### src/rtl/vpr_pkg.sv
package vpr_pkg;
    localparam int WIDE_W       = 13;
    localparam int NAR_W        = 11;
    localparam int SMP_W        = 10;
    localparam int NARROW_SMP_W = 8;
    localparam int NUM_WIDE     = 3;
    localparam int NUM_CH       = NUM_WIDE + 1;

    typedef enum logic [1:0] {
        ST_UNCFG = 2'd0,
        ST_DRIVE = 2'd1,
        ST_TURN  = 2'd2
    } vpr_state_e;
endpackage

### src/rtl/vpr_pack.sv
module vpr_pack #(
    parameter int PORT_W       = 13,
    parameter int SMP_W        = 10,
    parameter int NARROW_SMP_W = 8
) (
    input  logic [SMP_W-1:0]  smp,
    input  logic              fmt_8b,
    output logic [PORT_W-1:0] word
);
    localparam int LOW_Z = SMP_W - NARROW_SMP_W;
    localparam int HI_Z  = PORT_W - SMP_W;

    always_comb begin
        if (fmt_8b)
            word = {{HI_Z{1'b0}}, smp[SMP_W-1:LOW_Z], {LOW_Z{1'b0}}};
        else
            word = {{HI_Z{1'b0}}, smp};
    end
endmodule

### src/rtl/vpr_unpack.sv
module vpr_unpack #(
    parameter int PORT_W       = 13,
    parameter int SMP_W        = 10,
    parameter int NARROW_SMP_W = 8
) (
    input  logic [PORT_W-1:0] word,
    input  logic              fmt_8b,
    output logic [SMP_W-1:0]  smp
);
    localparam int LOW_Z = SMP_W - NARROW_SMP_W;

    logic unused_hi;
    assign unused_hi = ^word[PORT_W-1:SMP_W];

    always_comb begin
        if (fmt_8b)
            smp = {word[SMP_W-1:LOW_Z], {LOW_Z{1'b0}}};
        else
            smp = word[SMP_W-1:0];
    end
endmodule

### src/rtl/vpr_ctrl.sv
module vpr_ctrl
    import vpr_pkg::*;
(
    input  logic clk,
    input  logic rst_n,
    input  logic cfg_wr,
    input  logic cfg_dir,
    input  logic cfg_hvf,
    input  logic port_dis,
    output logic dir_q,
    output logic a_data_en,
    output logic b_data_en,
    output logic a_flag_en,
    output logic b_flag_en
);
    vpr_state_e state, state_nx;
    logic hvf_q;
    logic dis_q;
    logic swap_req;

    assign swap_req = cfg_wr && (cfg_dir != dir_q);

    always_comb begin
        state_nx = state;
        unique case (state)
            ST_UNCFG: if (cfg_wr)   state_nx = ST_DRIVE;
            ST_DRIVE: if (swap_req) state_nx = ST_TURN;
            ST_TURN:  state_nx = swap_req ? ST_TURN : ST_DRIVE;
            default:  state_nx = ST_UNCFG;
        endcase
    end

    always_ff @(posedge clk or negedge rst_n) begin
        if (!rst_n) begin
            state <= ST_UNCFG;
            dir_q <= 1'b0;
            hvf_q <= 1'b0;
            dis_q <= 1'b1;
        end else begin
            state <= state_nx;
            dis_q <= port_dis;
            if (cfg_wr) begin
                dir_q <= cfg_dir;
                hvf_q <= cfg_hvf;
            end
        end
    end

    always_comb begin
        a_data_en = 1'b0;
        b_data_en = 1'b0;
        a_flag_en = 1'b0;
        b_flag_en = 1'b0;
        unique case (state)
            ST_DRIVE: begin
                if (!dis_q) begin
                    a_data_en = dir_q;
                    b_data_en = !dir_q;
                    a_flag_en = !dir_q && hvf_q;
                    b_flag_en = dir_q && hvf_q;
                end
            end
            ST_UNCFG, ST_TURN: ;
            default: ;
        endcase
    end

    a_r11_flag_only_no_gap: assert property (@(posedge clk) disable iff (!rst_n)
        ($past(state) == ST_DRIVE && $past(cfg_wr) && $past(cfg_dir) == $past(dir_q))
        |-> (state == ST_DRIVE));
endmodule

### src/rtl/vpr_router.sv
module vpr_router
    import vpr_pkg::*;
(
    input  logic                              clk,
    input  logic                              rst_n,
    input  logic                              cfg_wr,
    input  logic                              cfg_dir,
    input  logic                              cfg_hvf,
    input  logic                              port_dis,
    input  logic                              fmt_8b,
    input  logic [NUM_WIDE-1:0]               hvf_flags,
    input  logic [NUM_CH-1:0][SMP_W-1:0]      core_out,
    output logic [NUM_CH-1:0][SMP_W-1:0]      core_in,
    input  logic [NUM_WIDE-1:0][WIDE_W-1:0]   pa_wide_i,
    input  logic [NAR_W-1:0]                  pa_nar_i,
    output logic [NUM_WIDE-1:0][WIDE_W-1:0]   pa_wide_o,
    output logic [NAR_W-1:0]                  pa_nar_o,
    output logic [NUM_WIDE-1:0]               pa_wide_oe_lo,
    output logic [NUM_WIDE-1:0]               pa_wide_oe_hi,
    output logic                              pa_nar_oe,
    input  logic [NUM_WIDE-1:0][WIDE_W-1:0]   pb_wide_i,
    input  logic [NAR_W-1:0]                  pb_nar_i,
    output logic [NUM_WIDE-1:0][WIDE_W-1:0]   pb_wide_o,
    output logic [NAR_W-1:0]                  pb_nar_o,
    output logic [NUM_WIDE-1:0]               pb_wide_oe_lo,
    output logic [NUM_WIDE-1:0]               pb_wide_oe_hi,
    output logic                              pb_nar_oe
);
    logic dir_q;
    logic a_data_en, b_data_en, a_flag_en, b_flag_en;

    vpr_ctrl u_ctrl (
        .clk       (clk),
        .rst_n     (rst_n),
        .cfg_wr    (cfg_wr),
        .cfg_dir   (cfg_dir),
        .cfg_hvf   (cfg_hvf),
        .port_dis  (port_dis),
        .dir_q     (dir_q),
        .a_data_en (a_data_en),
        .b_data_en (b_data_en),
        .a_flag_en (a_flag_en),
        .b_flag_en (b_flag_en)
    );

    for (genvar k = 0; k < NUM_WIDE; k++) begin : g_wide
        logic [WIDE_W-1:0] packed_w;
        logic [WIDE_W-1:0] in_sel;
        logic [WIDE_W-1:0] flag_w;

        vpr_pack #(.PORT_W(WIDE_W), .SMP_W(SMP_W), .NARROW_SMP_W(NARROW_SMP_W)) u_pack (
            .smp(core_out[k]), .fmt_8b(fmt_8b), .word(packed_w));

        assign in_sel = dir_q ? pb_wide_i[k] : pa_wide_i[k];

        vpr_unpack #(.PORT_W(WIDE_W), .SMP_W(SMP_W), .NARROW_SMP_W(NARROW_SMP_W)) u_unpack (
            .word(in_sel), .fmt_8b(fmt_8b), .smp(core_in[k]));

        assign flag_w = {hvf_flags[k], {(WIDE_W-1){1'b0}}};

        assign pa_wide_o[k]     = dir_q ? packed_w : flag_w;
        assign pb_wide_o[k]     = dir_q ? flag_w   : packed_w;
        assign pa_wide_oe_lo[k] = a_data_en;
        assign pb_wide_oe_lo[k] = b_data_en;
        assign pa_wide_oe_hi[k] = a_data_en | a_flag_en;
        assign pb_wide_oe_hi[k] = b_data_en | b_flag_en;
    end

    logic [NAR_W-1:0] nar_packed;
    logic [NAR_W-1:0] nar_sel;

    vpr_pack #(.PORT_W(NAR_W), .SMP_W(SMP_W), .NARROW_SMP_W(NARROW_SMP_W)) u_pack_nar (
        .smp(core_out[NUM_WIDE]), .fmt_8b(fmt_8b), .word(nar_packed));

    assign nar_sel = dir_q ? pb_nar_i : pa_nar_i;

    vpr_unpack #(.PORT_W(NAR_W), .SMP_W(SMP_W), .NARROW_SMP_W(NARROW_SMP_W)) u_unpack_nar (
        .word(nar_sel), .fmt_8b(fmt_8b), .smp(core_in[NUM_WIDE]));

    assign pa_nar_o  = dir_q ? nar_packed : '0;
    assign pb_nar_o  = dir_q ? '0 : nar_packed;
    assign pa_nar_oe = a_data_en;
    assign pb_nar_oe = b_data_en;

    logic cfg_seen;
    always_ff @(posedge clk or negedge rst_n) begin
        if (!rst_n)      cfg_seen <= 1'b0;
        else if (cfg_wr) cfg_seen <= 1'b1;
    end

    logic any_a_lo, any_b_lo, any_oe;
    assign any_a_lo = (|pa_wide_oe_lo) | pa_nar_oe;
    assign any_b_lo = (|pb_wide_oe_lo) | pb_nar_oe;
    assign any_oe   = any_a_lo | any_b_lo | (|pa_wide_oe_hi) | (|pb_wide_oe_hi);

    a_r2_quiet_before_config: assert property (@(posedge clk) disable iff (!rst_n)
        !cfg_seen |-> !any_oe);

    a_r5_gap_a_to_b: assert property (@(posedge clk) disable iff (!rst_n)
        $past(any_a_lo) |-> !any_b_lo);

    a_r5_gap_b_to_a: assert property (@(posedge clk) disable iff (!rst_n)
        $past(any_b_lo) |-> !any_a_lo);

    a_r7_disable_all: assert property (@(posedge clk) disable iff (!rst_n)
        $past(port_dis) |-> !any_oe);

    a_r6_flags_with_other_bank: assert property (@(posedge clk) disable iff (!rst_n)
        ((|pa_wide_oe_hi) && !any_a_lo) |-> any_b_lo);
endmodule

### config.mk
export PLATFORM = sky130hd
export DESIGN_NAME = vpr_router
export DESIGN_NICKNAME = d
export VERILOG_FILES = /design/src/rtl/vpr_pkg.sv /design/src/rtl/vpr_pack.sv /design/src/rtl/vpr_unpack.sv /design/src/rtl/vpr_ctrl.sv /design/src/rtl/vpr_router.sv
export SDC_FILE = /design/constraint.sdc
export NUM_CORES = 1
export LEC_CHECK = 0
export BUFFER_PORTS_ARGS = -buffer_cell sky130_fd_sc_hd__buf_2
export CORE_AREA = 8 8 110 112
export DETAILED_ROUTE_END_ITERATION = 16
export DIE_AREA = 0 0 118 120
export PLACE_DENSITY = 0.61
export SYNTH_ARGS = -nofsm -noshare
export SYNTH_HDL_FRONTEND = slang
export SYNTH_HIERARCHICAL = 1
export SYNTH_SLANG_ARGS = --single-unit
### constraint.sdc
create_clock -name clk -period 2 [get_ports clk]
set_input_delay 0.1 -clock clk [delete_from_list [all_inputs] [get_ports clk]]
set_output_delay 0.1 -clock clk [all_outputs]
set_load 0.01 [all_outputs]
Word level (Yosys, flattened, before mapping):

Index checks and enable logic that the tools add are counted.

* word-level logic and storage cells: 49
* register bits: 5
* output and inout port bits: 154
* bits of input ports: 150

* reduce and logical (&&, ||, !) cells: 6
* equal/unequal tests: 5
* bitwise operators: 2
* muxes and demuxes: 32

Operators with widths (count)
* 13-bit two-way mux: 6
* 10-bit two-way mux: 6
* 2-bit two-way mux: 11
* 1-bit two-way mux: 8
* 2-bit one-hot mux with 3 select lines: 1
* 1-bit logical AND: 3
* 2-bit by 1-bit == test with 1-bit output, second input constant: 1
* 2-bit == test, second input constant: 1
* 2-bit logical NOT: 1
* 2-bit by 1-bit != test with 1-bit output, second input constant: 1
* 2-bit != test, second input constant: 1
* 1-bit bitwise OR: 2
* 2-bit AND reduction: 1
* 1-bit logical NOT: 1
* 1-bit != test: 1

Longest topological paths before layout:

Gate-level depths: netlist of the first run.

* depth in word-level cells: 5
* depth in mapped cells: 5
* mapped depth without buffers: 4

Cells and area by module:

The synthesis of the first run kept the hierarchy.

By module, submodules not included
* vpr_router: cells each 179, sequential area each 0.0 µm², area an instance 1445.1 µm², instances 1
* vpr_pack at g_wide[0].u_pack ...: cells each 14, sequential area each 0.0 µm², area an instance 98.8 µm², instances 3
* vpr_unpack: cells each 10, sequential area each 0.0 µm², area an instance 72.6 µm², instances 4
* vpr_ctrl: cells each 18, sequential area each 126.4 µm², area an instance 239.0 µm², instances 1
* vpr_pack at u_pack_nar: cells each 12, sequential area each 0.0 µm², area an instance 83.8 µm², instances 1

Worst setup path after synthesis of the first run:

OpenSTA, ideal clock, no wires.

* kind: register -> output
* start: reg u_ctrl.state[0]
* end: out pa_wide_oe_hi[1]
* data arrival time: 1470 ps
* path buffers: 1
* stages on the path, launching flop included: 6
* required time: 1900 ps
* path slack: 430 ps
* cells stage by stage: dfrtp_1 nor3b_2 and2b_2 and2_2 or2_2 buf_4

* cells in the longest elaborated chain, start to end: 3
* elaborated cells between the ends (all ways): 4
* classes of those cells: eq/ne: 1; mux: 2; bitwise: 1

Ends and longest elaborated chain
* start: declaration: RTL line vpr_ctrl.sv:16 `vpr_state_e state, state_nx;`
* start signal: assignment: RTL line vpr_ctrl.sv:40 `state <= state_nx;`
* 2-bit by 1-bit == test with 1-bit output: RTL line vpr_ctrl.sv:54 `unique case (state)`
* 1-bit two-way mux: RTL line vpr_ctrl.sv:54
* via a_flag_en: RTL line vpr_router.sv:30 `logic a_data_en, b_data_en, a_flag_en, b_flag_en;`
* 1-bit bitwise OR
* end: declaration: RTL line vpr_router.sv:19 `output logic [NUM_WIDE-1:0] pa_wide_oe_hi,`

The timed path passes the listed nets, and every way through them passes these cells.

Final worst setup path of the first run:

* start: reg u_ctrl.state[0]
* end: out pa_wide_oe_hi[1]

* cells in the longest elaborated chain, start to end: 3
* elaborated cells between the ends (all ways): 4
* classes of those cells: eq/ne: 1; mux: 2; bitwise: 1

Ends and longest elaborated chain
* 2-bit by 1-bit == test with 1-bit output: RTL line vpr_ctrl.sv:54
* 1-bit two-way mux: RTL line vpr_ctrl.sv:54
* via a_flag_en: RTL line vpr_router.sv:30
* 1-bit bitwise OR: RTL line vpr_router.sv:65 `assign pa_wide_oe_hi[k] = a_data_en | a_flag_en;`

The timed path passes the listed nets, and every way through them passes these cells.

==> results of run 1 <==
## through the flow
stage	hold WS, ns	instance area, µm²	setup WS, ns	util (%)	std cells
2_1_floorplan	-0.196	2260	0.430	-	287
3_3_place_gp	-0.0801	3090	0.466	29.4	598
3_5_place_dp	-0.0773	3090	0.448	29.4	598
4_1_cts	0.118	3160	0.204	30.0	604
5_1_grt	0.114	3160	0.118	30.0	604
6_report	0.119	3160	0.215	30.0	604
## flip-flops by register name (all words and copies together), names as in the netlist
| signal | flops |
|---|---|
| u_ctrl/dir_q | 1 |
| u_ctrl/dis_q | 1 |
| u_ctrl/state | 2 |
| u_ctrl/hvf_q | 1 |
## path summary, 6_finish.rpt
| check | depth (start not counted) | endpoint | slack (ns) | from |
|---|---|---|---|---|
| setup / recovery | 5 | pa_wide_oe_hi[1] | 0.22 | u_ctrl/state[0]$_DFFE_PN0P_ |
| hold / removal | 2 | u_ctrl/hvf_q$_DFFE_PN0P_ | 0.12 | cfg_hvf |
| setup reg to reg | 4 | u_ctrl/state[0]$_DFFE_PN0P_ | 0.73 | u_ctrl/dir_q$_DFFE_PN0P_ |
| hold reg to reg | 1 | u_ctrl/state[0]$_DFFE_PN0P_ | 0.53 | u_ctrl/state[0]$_DFFE_PN0P_ |
| max in group asynchronous | 2 | u_ctrl/dis_q$_DFF_PN1_ | 1.54 | rst_n |
| min in group asynchronous | 2 | u_ctrl/dir_q$_DFFE_PN0P_ | 0.25 | rst_n |
## cells in the final DEF, fill, tap and decap left out, drive strengths merged
cell / count
nor3b: 1
conb: 10
dfrtp: 4
mux2: 48
clkbuf: 4
buf: 272
nor3: 1
dfstp: 1
dlygate4sd3: 2
or2: 2
and2b: 1
and2: 49
o211a: 1
nor2b: 63
xor2: 2
a211oi: 1
and3: 2
## power breakdown
part	switching, mW	total (mW)	leakage [nW]	internal [mW]
clock	0.0499	0.187	0.0228	0.137
sequential	0.0240	0.148	0.0573	0.124
combinational	0.477	0.980	1.76	0.503
## final cells by class
cell class | instances | area (µm²) | area share, %
tap | 140 | 175 | 5.55
timing repair buffer | 274 | 1410 | 44.8
sequential | 5 | 130 | 4.12
clock buffer | 4 | 45.0 | 1.43
multi-input combinational | 181 | 1390 | 44.1
## routing by layer
metal  vias up  part of all wire [%]  GRT usage [%]
met5         -                     0              0
met4         0                  0.30           1.68
met3         2                    14           6.20
met2       166                    53           20.4
met1       980                    32           8.11
li1       1156                     -              -
## what timing repair did
action / 4_1_cts / 5_1_grt
hold buffers: 2 / 0
hold endpoints to repair: 6 / 0
setup endpoints to repair: 0 / 0
## worst max-delay path: cells and delay by family (launching register included)
kind / cells / cell delay (ns)
simple gates: 4 / 0.91
flops: 1 / 0.41
buf+inv: 1 / 0.15
==> reports/metrics.csv, run 1 <==
stage,metric,value,unit
status,status,"complete, no violations",
grt,track_usage,10.1,%
route,drt_first_pass_iters,3,
route,wl_per_cell,13.3,µm
floorplanning,dieArea,14200,µm²
clock_network,cts_tree,done,
sta,hold_viol_final,0,
critical_path,crit_slowest_cell,dfrtp_1,
sta,clock.fmax,0.560,GHz
sta,period_share,89.2,%
sta,fin_crit,1.78,ns
route,drc_errors,0,
floorplanning,die_y,120,µm
hold_path,hp-class,in2reg,
critical_path,crit_required,1.90,ns
yosys,syn_area,2240,µm²
floorplanning,core_area,10500,µm²
placement,gp_congestion,0.792,
critical_path,start_kind,flip-flop,
flow_run,cap_violations,0,
clock_network,cts_sinks,5,
finish,finalNetCount,615,
finish,nFillCells,1127,
critical_path,critical_path_arrival,1.68,ns
sta,rsz0062_at_grt,no,
grt,grt-ovfl-total,0,
finish,n_antenna_cell,0,
floorplanning,fp.dieW,118,µm
clock_network,cts_resized,0,
clock_network,cts_max_level,1,
placement,dp_hpwl,7170,µm
route,via_per_inst,3.81,
yosys,synth.avg_cell_area,7.98,µm²
clock_network,clk_path_buf_depth,2,
critical_path,crit_type,reg2out,
sta,slew_viol_final,0,
finish,syn2layout_area_growth,40.7,%
placement,numPortBuffers,269,
sta,fin_setup_tns,0,ns
power_and_ir_drop,ir_drop,391,µV
clock_network,clk_latency,0.22,ns
finish,drive_above_1_share,71.6,%
yosys,synth_cells,281,
grt,grt_max_degree,53,
power_and_ir_drop,power.leakage,1.84,nW
clock_network,root_buffer,clkbuf_8,
power_and_ir_drop,p_per_area,417,nW/µm²
clock_network,postCtsSetupBuffers,0,
critical_path,slowest_delay,0.41,ns
grt,grt_antenna_before_repair,0,
floorplanning,start_util,21.3,%
power_and_ir_drop,totalPowerFinal,1.31,mW
floorplanning,rows,38,
route,ant_nets,0,
sta,setup_violations,0,
critical_path,path_cells,"nor3b_2, and2b_2, and2_2, or2_2, buf_2",
critical_path,crit_fanout,6,
critical_path,endpoint_kind,output port,
route,drt_iter0_markers,21,
clock_network,path_clk_slew,0.03,ns
clock_network,numCtsBuffers,3,
grt,grt_pass1_wl,12100,µm
route,via_count,2304,
route,drt_wl_total,8010,µm
sta,worst_clock_skew,0.0000577,ns
floorplanning,ioPinCount,304,
grt,grt_pass1_vias,2485,
yosys,yosys_warnings,6,
(Power assumes the default switching activity.)
==> run 2: changes to the inputs <==
--- a/config.mk
+++ b/config.mk
@@ -5,11 +5,13 @@
 export SDC_FILE = /design/constraint.sdc
 export NUM_CORES = 1
 export LEC_CHECK = 0
+export ABC_AREA = 1
 export BUFFER_PORTS_ARGS = -buffer_cell sky130_fd_sc_hd__buf_2
-export CORE_AREA = 8 8 110 112
+export CORE_AREA = 8 8 113 115
 export DETAILED_ROUTE_END_ITERATION = 16
-export DIE_AREA = 0 0 118 120
-export PLACE_DENSITY = 0.61
+export DIE_AREA = 0 0 121 123
+export PLACE_DENSITY = 0.6
+export REMOVE_ABC_BUFFERS = 1
 export SYNTH_ARGS = -nofsm -noshare
 export SYNTH_HDL_FRONTEND = slang
 export SYNTH_HIERARCHICAL = 1
==> run 2 against run 1 <==
  * Global-route usage fell by 0.14 points
  * Combinational power up 2%
  * Wire length up 9.2%
==> reports/metrics.csv, run 2 <==
stage,metric,value,unit
power_and_ir_drop,combPwrFrac,67.9,%
sta,slew_viol_final,0,
power_and_ir_drop,p_sw,673,µW
critical_path,r2r_slack,1.09,ns
yosys,syn_area,2430,µm²
route,drc_errors,0,
finish,drive_above_1_share,42.4,%
clock_network,cts_sinks,5,
critical_path,crit_cells,6,
critical_path,crit_required,1.90,ns
critical_path,crit_start,u_ctrl/dir_q$_DFFE_PN0P_,
grt,grt.busiest_layer,met2,
critical_path,critical_path_arrival,1.60,ns
flow_run,cap_violations,0,
finish,nFillCells,1265,
critical_path,crit_family,buffers and inverters,
yosys,synth_cells,504,
grt,grt_pass1_vias,2657,
floorplanning,dieArea,14900,µm²
critical_path,timing.rr.end,u_ctrl/state[0]$_DFFE_PN0P_,
clock_network,clk_path_buf_depth,2,
placement,numPortBuffers,269,
grt,gr-usage-met2,18.5,%
finish,largest_reg_flops,2,
floorplanning,start_util,21.9,%
critical_path,start_kind,flip-flop,
yosys,synth.avg_cell_area,4.82,µm²
sta,hold_slack,0.0783,ns
power_and_ir_drop,intPower,793,µW
sta,rsz0062_at_grt,no,
critical_path,crit_slowest_cell,dfrtp_4,
power_and_ir_drop,p_per_area,439,nW/µm²
clock_network,clk_latency,0.23,ns
critical_path,reg2reg_from,u_ctrl/dir_q$_DFFE_PN0P_,
power_and_ir_drop,ir_drop,478,µV
route,drt_iter0_markers,65,
grt,track_usage,9.94,%
sta,hold_viol_final,0,
grt,grt_max_degree,73,
power_and_ir_drop,p_clk_share,22.7,%
sta,fin_crit,1.70,ns
power_and_ir_drop,totalPowerFinal,1.47,mW
sta,fin_setup_tns,0,ns
clock_network,root_buffer,clkbuf_16,
route,wl_per_cell,10.6,µm
route,ant_nets,0,
floorplanning,die_y,123,µm
sta,period_share,85.0,%
sta,worst_clock_skew,0.000505,ns
finish,top_register,u_ctrl/state,
route,via_per_inst,3.60,
sta,clock.fmax,0.589,GHz
clock_network,numCtsBuffers,3,
power_and_ir_drop,power.leakage,2.72,nW
finish,utilization,30.1,%
route,via_count,2966,
finish,layout_commonest_cell,buf_2,
grt,use_met3,3.42,%
clock_network,cts_tree,done,
status,status,"complete, no violations",
critical_path,crit_top_cell,nand2_1,
finish,n_antenna_cell,0,
clock_network,path_clk_slew,0.03,ns
critical_path,endpoint_kind,output port,
grt,grt_use_met1,10.8,%
route,drt_first_pass_iters,4,
floorplanning,rows,39,
sta,setup_violations,0,
finish,finalNetCount,833,
power_and_ir_drop,p_seq_share,9.5,%
floorplanning,core_area,11100,µm²
yosys,yosys_warnings,6,
critical_path,crit_type,reg2out,
power_and_ir_drop,switching_share,45.9,%
critical_path,crit_fanout,51,
grt,grt_antenna_before_repair,0,
clock_network,postCtsSetupBuffers,0,
grt,grt_pass1_wl,12400,µm
clock_network,cts_resized,0,
critical_path,crit_buf_inv,3,
finish,syn2layout_area_growth,37.3,%
placement,dp_hpwl,7530,µm
floorplanning,fp.dieW,121,µm
critical_path,path_cells,"buf_4, nand2_1, nand2_1, inv_1, nor2_1, buf_2",
clock_network,cts_max_level,1,
finish,mostFrequentLayoutCells,"269 x buf_2, 193 x nand2_1, 115 x inv_1, 66 x nor2_1, 10 x conb_1",
critical_path,crit_end,core_in[11],
hold_path,hp-class,in2reg,
route,drt_wl_total,8740,µm
critical_path,slowest_delay,0.47,ns
grt,grt-ovfl-total,0,
critical_path,reg2reg_depth,4,
placement,gp_congestion,0.810,
floorplanning,ioPinCount,304,
## run 2: what timing repair did
action | CTS | global route
setup endpoints to repair | 0 | 0
hold endpoints to repair | 6 | 0
hold buffers | 2 | 0
## run 2: area by class of cell
| cell class | count | area [µm²] | share of cell area [%] |
|---|---|---|---|
| Sequential cell | 5 | 130 | 3.90 |
| Inverter | 118 | 443 | 13.3 |
| Tap cell | 143 | 179 | 5.36 |
| Clock buffer | 4 | 78.8 | 2.36 |
| Timing Repair Buffer | 275 | 1420 | 42.6 |
| Multi-Input combinational cell | 280 | 1090 | 32.5 |
## run 2: through the flow
| stage | cell area [µm²] | setup slack, ns | instances |
|---|---|---|---|
| detailed placement | 3240 | 0.526 | 819 |
| global placement | 3240 | 0.546 | 819 |
| CTS | 3340 | 0.281 | 825 |
| floorplan | 1660 | -1.95 | 403 |
| global route | 3340 | 0.142 | 825 |
| finish | 3340 | 0.301 | 825 |
## run 2: per-layer routing
| layer | share of wire [%] | vias up | wire, µm |
|---|---|---|---|
| met5 | 0 | - | 0 |
| met4 | 0.46 | 0 | 40 |
| met1 | 38 | 1176 | 3370 |
| met3 | 12 | 5 | 1020 |
| met2 | 49 | 149 | 4320 |
| li1 | - | 1636 | - |
## run 2: worst min-delay path by stage
| stage | startpoint | end | slack [ns] | depth (start not counted) |
|---|---|---|---|---|
| 2_1_floorplan | rst_n | u_ctrl/dir_q$_DFFE_PN0P_ | -0.20 | 0 |
| 3_3_place_gp | rst_n | u_ctrl/state[0]$_DFFE_PN0P_ | -0.07 | 1 |
| 3_5_place_dp | rst_n | u_ctrl/state[0]$_DFFE_PN0P_ | -0.07 | 1 |
| 4_1_cts | cfg_hvf | u_ctrl/hvf_q$_DFFE_PN0P_ | 0.08 | 3 |
| 5_1_grt | cfg_hvf | u_ctrl/hvf_q$_DFFE_PN0P_ | 0.10 | 3 |
| 6_report | cfg_hvf | u_ctrl/hvf_q$_DFFE_PN0P_ | 0.08 | 3 |
## run 2: tightest hold or removal path: stages
cell and delay [ns]:
buf_2 0.07, nand2_1 0.04, o21ai_0 0.05
## run 2: power groups by stage
stage                     registers, mW  clock network (mW)  logic, mW
after floorplan                   0.182                   0      0.489
after global placement            0.140                   0      0.999
after detailed placement          0.140                   0       1.00
after CTS                         0.139               0.339       1.01
after global routing              0.141               0.347       1.12
final                             0.139               0.333      0.995
